### config.mk
export PLATFORM = sky130hd
export DESIGN_NAME = flagsUnit
export DESIGN_NICKNAME = d
export VERILOG_FILES = /design/src/rtl/flagsPkg.sv /design/src/rtl/flagCtrl.sv /design/src/rtl/flagData.sv /design/src/rtl/flagsUnit.sv
export SDC_FILE = /design/constraint.sdc
export NUM_CORES = 1
export LEC_CHECK = 0
export ABC_AREA = 1
export BUFFER_PORTS_ARGS = -buffer_cell sky130_fd_sc_hd__clkbuf_2
export CORE_MARGIN = 5
export CORE_UTILIZATION = 38
export DETAILED_ROUTE_END_ITERATION = 7
export GPL_TIMING_DRIVEN = 1
export PLACE_DENSITY = 0.67
export SYNTH_ARGS = -nofsm -noshare
export SYNTH_HDL_FRONTEND = slang
export SYNTH_HIERARCHICAL = 1
export SYNTH_SLANG_ARGS = --single-unit
### constraint.sdc
create_clock -name clk -period 1.5 [get_ports clk]
set_input_delay 0.15 -clock clk [delete_from_list [all_inputs] [get_ports clk]]
set_output_delay 0.15 -clock clk [all_outputs]
set_load 0.01 [all_outputs]
### src/rtl/flagsPkg.sv
package flagsPkg;

  localparam int FLAGS_W = 16;
  localparam int BYTE_W  = 8;
  localparam int ALU_W   = 6;
  localparam int OP_W    = 4;

  // bit positions inside the status word
  localparam int CF_POS = 0;
  localparam int PF_POS = 2;
  localparam int AF_POS = 4;
  localparam int ZF_POS = 6;
  localparam int SF_POS = 7;
  localparam int TF_POS = 8;
  localparam int IF_POS = 9;
  localparam int DF_POS = 10;
  localparam int OF_POS = 11;

  // bits tied high / tied low regardless of writes
  localparam logic [FLAGS_W-1:0] FIXED_ONES  = 16'hF002;
  localparam logic [FLAGS_W-1:0] FIXED_ZEROS = 16'h0028;

  typedef enum logic [OP_W-1:0] {
    OP_IDLE      = 4'd0,
    OP_CLR_CARRY = 4'd1,
    OP_SET_CARRY = 4'd2,
    OP_CPL_CARRY = 4'd3,
    OP_CLR_DIR   = 4'd4,
    OP_SET_DIR   = 4'd5,
    OP_CLR_INT   = 4'd6,
    OP_SET_INT   = 4'd7,
    OP_LOAD_AH   = 4'd8,
    OP_STORE_AH  = 4'd9,
    OP_ALU_ARITH = 4'd10,
    OP_ALU_TEST  = 4'd11,
    OP_ALU_KEEPC = 4'd12
  } flagOpE;

  // ALU input bit i lands on this word position
  function automatic int aluPos(input int idx);
    case (idx)
      0:       return CF_POS;
      1:       return PF_POS;
      2:       return AF_POS;
      3:       return ZF_POS;
      4:       return SF_POS;
      default: return OF_POS;
    endcase
  endfunction

  // selection of ALU inputs -> word-wide write mask
  function automatic logic [FLAGS_W-1:0] aluMaskOf(input logic [ALU_W-1:0] sel);
    logic [FLAGS_W-1:0] m;
    m = '0;
    for (int i = 0; i < ALU_W; i++) m[aluPos(i)] = sel[i];
    return m;
  endfunction

  localparam logic [ALU_W-1:0] SEL_ARITH = 6'b111111;
  localparam logic [ALU_W-1:0] SEL_TEST  = 6'b011010;
  localparam logic [ALU_W-1:0] SEL_KEEPC = 6'b111110;

  typedef struct packed {
    logic               restore;
    logic               storeLow;
    logic               captureAh;
    logic [FLAGS_W-1:0] setMask;
    logic [FLAGS_W-1:0] clrMask;
    logic [FLAGS_W-1:0] tglMask;
    logic [FLAGS_W-1:0] aluMask;
  } strobeT;

endpackage

### src/rtl/flagCtrl.sv
module flagCtrl
  import flagsPkg::*;
(
  input  logic            clk,
  input  logic            rstN,
  input  logic            opValid,
  input  logic [OP_W-1:0] opCode,
  input  logic            popValid,
  output strobeT          strobes
);

  localparam logic [FLAGS_W-1:0] ONE_HOT_BASE = {{(FLAGS_W-1){1'b0}}, 1'b1};

  flagOpE opKind;
  assign opKind = flagOpE'(opCode);

  always_comb begin
    strobes = '0;
    // AH capture reads the old word, so it survives a restore
    strobes.captureAh = opValid && (opKind == OP_LOAD_AH);
    if (popValid) begin
      strobes.restore = 1'b1;
    end else if (opValid) begin
      case (opKind)
        OP_CLR_CARRY: strobes.clrMask = ONE_HOT_BASE << CF_POS;
        OP_SET_CARRY: strobes.setMask = ONE_HOT_BASE << CF_POS;
        OP_CPL_CARRY: strobes.tglMask = ONE_HOT_BASE << CF_POS;
        OP_CLR_DIR:   strobes.clrMask = ONE_HOT_BASE << DF_POS;
        OP_SET_DIR:   strobes.setMask = ONE_HOT_BASE << DF_POS;
        OP_CLR_INT:   strobes.clrMask = ONE_HOT_BASE << IF_POS;
        OP_SET_INT:   strobes.setMask = ONE_HOT_BASE << IF_POS;
        OP_STORE_AH:  strobes.storeLow = 1'b1;
        OP_ALU_ARITH: strobes.aluMask = aluMaskOf(SEL_ARITH);
        OP_ALU_TEST:  strobes.aluMask = aluMaskOf(SEL_TEST);
        OP_ALU_KEEPC: strobes.aluMask = aluMaskOf(SEL_KEEPC);
        default:      ;
      endcase
    end
  end

  // a restore suppresses every per-flag write strobe
  assert_restore_exclusive_R11: assert property (@(posedge clk) disable iff (!rstN)
    popValid |-> !strobes.storeLow && (strobes.setMask == '0) && (strobes.clrMask == '0)
                 && (strobes.tglMask == '0) && (strobes.aluMask == '0));

  // at most one kind of write per cycle, none when idle
  assert_one_write_kind_R12: assert property (@(posedge clk) disable iff (!rstN)
    $onehot0({strobes.restore, strobes.storeLow, |strobes.setMask, |strobes.clrMask,
              |strobes.tglMask, |strobes.aluMask}));

  assert_idle_no_write_R12: assert property (@(posedge clk) disable iff (!rstN)
    (!opValid && !popValid) |-> (strobes == '0));

endmodule

### src/rtl/flagData.sv
module flagData
  import flagsPkg::*;
(
  input  logic               clk,
  input  logic               rstN,
  input  strobeT             strobes,
  input  logic [BYTE_W-1:0]  ahIn,
  input  logic [FLAGS_W-1:0] popWord,
  input  logic [ALU_W-1:0]   aluFlags,
  output logic [FLAGS_W-1:0] flagsWord,
  output logic [BYTE_W-1:0]  ahOut
);

  logic [FLAGS_W-1:0] flagsQ, flagsNext, baseWord, aluWide;
  logic [BYTE_W-1:0]  ahQ;

  // spread ALU bits to their word positions
  always_comb begin
    aluWide = '0;
    for (int i = 0; i < ALU_W; i++) aluWide[aluPos(i)] = aluFlags[i];
  end

  always_comb begin
    if (strobes.restore)
      baseWord = popWord;
    else if (strobes.storeLow)
      baseWord = {flagsQ[FLAGS_W-1:BYTE_W], ahIn};
    else
      baseWord = ((flagsQ & ~strobes.clrMask) | strobes.setMask) ^ strobes.tglMask;
    baseWord  = (baseWord & ~strobes.aluMask) | (aluWide & strobes.aluMask);
    flagsNext = (baseWord | FIXED_ONES) & ~FIXED_ZEROS;
  end

  always_ff @(posedge clk) begin
    if (!rstN) begin
      flagsQ <= FIXED_ONES;
      ahQ    <= '0;
    end else begin
      flagsQ <= flagsNext;
      if (strobes.captureAh) ahQ <= flagsQ[BYTE_W-1:0];
    end
  end

  assign flagsWord = flagsQ;
  assign ahOut     = ahQ;

  assert_fixed_bits_R7: assert property (@(posedge clk) disable iff (!rstN)
    ((flagsQ & FIXED_ONES) == FIXED_ONES) && ((flagsQ & FIXED_ZEROS) == '0));

  assert_restore_word_R6: assert property (@(posedge clk) disable iff (!rstN)
    strobes.restore |=> flagsQ == (($past(popWord) | FIXED_ONES) & ~FIXED_ZEROS));

  assert_ah_capture_R4: assert property (@(posedge clk) disable iff (!rstN)
    strobes.captureAh |=> ahQ == $past(flagsQ[BYTE_W-1:0]));

  assert_ah_hold_R4: assert property (@(posedge clk) disable iff (!rstN)
    !strobes.captureAh |=> $stable(ahQ));

  assert_store_keeps_upper_R5: assert property (@(posedge clk) disable iff (!rstN)
    strobes.storeLow |=> flagsQ[FLAGS_W-1:BYTE_W] == $past(flagsQ[FLAGS_W-1:BYTE_W]));

endmodule

### src/rtl/flagsUnit.sv
module flagsUnit
  import flagsPkg::*;
(
  input  logic         clk,
  input  logic         rstN,
  input  logic         opValid,
  input  logic [3:0]   opCode,
  input  logic [7:0]   ahIn,
  input  logic         popValid,
  input  logic [15:0]  popWord,
  input  logic [5:0]   aluFlags,
  output logic [15:0]  flagsWord,
  output logic [7:0]   ahOut,
  output logic         cfOut,
  output logic         pfOut,
  output logic         afOut,
  output logic         zfOut,
  output logic         sfOut,
  output logic         tfOut,
  output logic         ifOut,
  output logic         dfOut,
  output logic         ofOut
);

  strobeT strobes;

  flagCtrl u_ctrl (
    .clk      (clk),
    .rstN     (rstN),
    .opValid  (opValid),
    .opCode   (opCode),
    .popValid (popValid),
    .strobes  (strobes)
  );

  flagData u_data (
    .clk       (clk),
    .rstN      (rstN),
    .strobes   (strobes),
    .ahIn      (ahIn),
    .popWord   (popWord),
    .aluFlags  (aluFlags),
    .flagsWord (flagsWord),
    .ahOut     (ahOut)
  );

  assign cfOut = flagsWord[CF_POS];
  assign pfOut = flagsWord[PF_POS];
  assign afOut = flagsWord[AF_POS];
  assign zfOut = flagsWord[ZF_POS];
  assign sfOut = flagsWord[SF_POS];
  assign tfOut = flagsWord[TF_POS];
  assign ifOut = flagsWord[IF_POS];
  assign dfOut = flagsWord[DF_POS];
  assign ofOut = flagsWord[OF_POS];

  assert_carry_invert_R2: assert property (@(posedge clk) disable iff (!rstN)
    (opValid && !popValid && opCode == OP_CPL_CARRY) |=> cfOut != $past(cfOut));

  assert_test_scope_R9: assert property (@(posedge clk) disable iff (!rstN)
    (opValid && !popValid && opCode == OP_ALU_TEST)
      |=> $stable({cfOut, afOut, tfOut, ifOut, dfOut, ofOut}));

  assert_keepc_R10: assert property (@(posedge clk) disable iff (!rstN)
    (opValid && !popValid && opCode == OP_ALU_KEEPC) |=> $stable(cfOut));

  assert_trap_only_restore_R13: assert property (@(posedge clk) disable iff (!rstN)
    !popValid |=> $stable(tfOut));

endmodule

Yosys cells after proc, flatten, opt, wreduce, memory -nomap -nowiden
Cells that the tools add are included.

storage, ports and cells
  input port bits = 38
  output and inout port bits = 33
  flip-flop bits (word level) = 21

operators by class
  bitwise operators = 8
  mux-type cells = 12
  equality and inequality tests = 12
  reduce and logical (&&, ||, !) cells = 1

operators with widths
  kind                count
  $pmux 11 s3         2
  $mux 60             1
  $mux 59             1
  $and 12x12->12      3
  $pmux 12 s3         1
  $mux 12             2
  $not 12->12         2
  $or 12x12->12       2
  $eq 4x4->1 const B  5
  $eq 4x3->1 const B  4
  $xor 12x12->12      1
  $eq 4x2->1 const B  2
  $mux 1              5
  $eq 4x1->1 const B  1
  $logic_and 1x1->1   1

Depth between registers and ports, before layout
  depth after elaboration = 12
  depth in mapped cells = 11
  mapped depth without buffers = 11

By module
The synthesis kept the hierarchy.

modules (own cells, without submodules)
  module     area an instance (um2)  instances  cells each
  flagData   923.4                   1          136
  flagCtrl   583.1                   1          89
  flagsUnit  67.6                    1          9

Least setup slack after synthesis
No wires, ideal clock.

  kind = input port to flip-flop
  from = input opCode[3]
  to = register with a tool-made name
  stages = 11
  arrival = 1.079 ns
  path slack = 0.304 ns
  required time = 1.383 ns
  cells stage by stage = inv_2 nor2_2 nand2_1 nor2_1 nand2_4 inv_4 nand2_2 o21ai_1 inv_1 nand2_1 a21oi_2

RTL lines
  element      line            source
  from (decl)  flagsUnit.sv:7  input logic [3:0] opCode,

==> flow_metrics.tcl <==
set metrics [dict create \
    outcome "finished clean" \
    place_area_um2 1470 \
    layout-drive-gt1-share_pct 29.1 \
    die_h_um 69.9 \
    setup.worst_path.class "input port to flop" \
    io_buffers 51 \
    cp_slowest_cell "nor2_1" \
    h-tree-depth 1 \
    routed_wl_mm 2.72 \
    die_w_um 69.9 \
    gp_congestion 0.821 \
    synthToLayoutAreaGrowth_pct 9.45 \
    globalRouteOverflowTotal 0 \
    clock_skew_ns 0.0000658 \
    cp-start-kind "input port" \
    period_minus_slack_ns 1.09 \
    min_from "aluFlags[4]" \
    crit_top_cell "nand2_1" \
    grt_pass1_wl_mm 4.71 \
    firstDrtPassIters 4 \
    path_buf_inv 3 \
    synth_cells 206 \
    via_per_inst 4.01 \
    fin_cells 293 \
    timing.fmax_mhz 921 \
    cp_max_fo 7 \
    cellLeakagePower_uw 0.000804 \
    row_count 21 \
    postSynthAreaPerCell_um2 6.62 \
    yosysWarnings 6 \
    drv_slew 0 \
    die-area_um2 4890 \
    critPathMaxStageDelay_ns 0.29 \
    setup_tns_ns 0 \
    netlist_area_um2 1360 \
    worstReg2RegStart "u_data/flagsWord[0]" \
    design_area_um2 1490 \
    cts_buffers 3 \
    grt_setup_unrepaired "no" \
    clock_latency_ns 0.28 \
    critical-path-top-delay-family "simple AND/OR/NAND/NOR gates" \
    cts_root_buf "clkbuf_4" \
    start_util_pct 39.9 \
    hold_viol_final 0 \
    wl_per_cell_um 9.27 \
    maxCapViolations 0 \
    dp_hpwl_mm 2.29 \
    pin_count 71 \
    grt_pass1_vias 1096 \
    pre_cts_slack_ns 0.0942 \
    antenna_left 0 \
    hold_class "input port to flop" \
    drcViolationCount 0 \
    grt_max_degree 12 \
    endpoint_kind "flop" \
    final_common_cell "clkbuf_2" \
    fin_util_pct 43.7 \
    drt-initial-drc-count 56 \
    core_area_um2 3420 \
    grt_antenna_before_repair 0 \
    final_cell_mix "clkbuf_2 (51), conb_1 (32), nand2_1 (27)" \
    hold_buffers 0 \
    post_cts_resized 0 \
    fin_ws_ns 0.414 \
    crit_start "opCode[2]" \
    cts.clk_slew.worst_paths_ns 0.09 \
    setup_viol 0 \
    path_cells "clkbuf_2 -> nor2_2 -> nand2_1 -> nor2_1 -> nand2_4 -> inv_4 -> nand2_2 -> o21ai_1 -> inv_1 -> nand2_1 -> a21oi_2" \
    final_nets 286 \
    cellPowerDensity_nw_per_um2 626 \
    tritoncts "yes" \
    cts_sinks 15 \
    fin_crit_sh_pct 72.4 \
    track_usage_pct 11.7 \
    clk_path_buf_depth 2 \
    vias 1175 \
    ir_drop_mv 0.222 \
    diodes 0 \
    cts_setup_buffers 0 \
    arrival_ns 1.27 \
    worstPathRequired_ns 1.68 \
    dp_cells 289 \
]
==> final cells by class <==
type	count	area (um2)
fillers	391	1920
multi-input cells	143	702
flip-flops and latches	15	300
repair buffers	56	293
inverters	29	114
well taps	46	57.6
clock buffers	4	26.3
==> worst min-delay path, stage by stage <==
cell      delay, ns
clkbuf_2       0.07
o21ai_0        0.07
a21oi_1        0.10
==> path summary, 6_finish.rpt <==
check / endpoint / slack, ns / cells after the start
max reg2reg: u_data/flagsWord[0] / 0.55 / 6
min reg2reg: u_data/ahOut[1] / 0.48 / 2
min: u_data/flagsWord[7] / 0.14 / 3
max: flop / 0.41 / 11
==> power by group <==
group / internal [uW] / total, uW / switching [uW]
Combinational: 111 / 264 / 152
Clock: 103 / 236 / 132
Sequential: 420 / 435 / 15.9
Total: 634 / 935 / 301
==> sequential cells by signal, indices dropped and copies added, names as in the netlist, named ones only <==
name	count
u_data/flagsWord	8
u_data/ahOut	6
==> per-layer routing <==
metal | global-route usage, % | routed length, um | vias to the layer above
met2 | 18.9 | 1280 | 37
met1 | 14.9 | 1240 | 495
met4 | 5.74 | 19 | 0
met3 | 1.87 | 178 | 2
met5 | 0 | 0 | -
li1 | - | - | 641
==> metrics by stage <==
step           power [uW]  hold slack [ns]
6_report              935            0.144
3_3_place_gp          709            0.433
2_1_floorplan         693            0.333
4_1_cts               950            0.128
3_5_place_dp          711            0.433
5_1_grt              1000            0.153
Power figures use the tool's default switching activity.
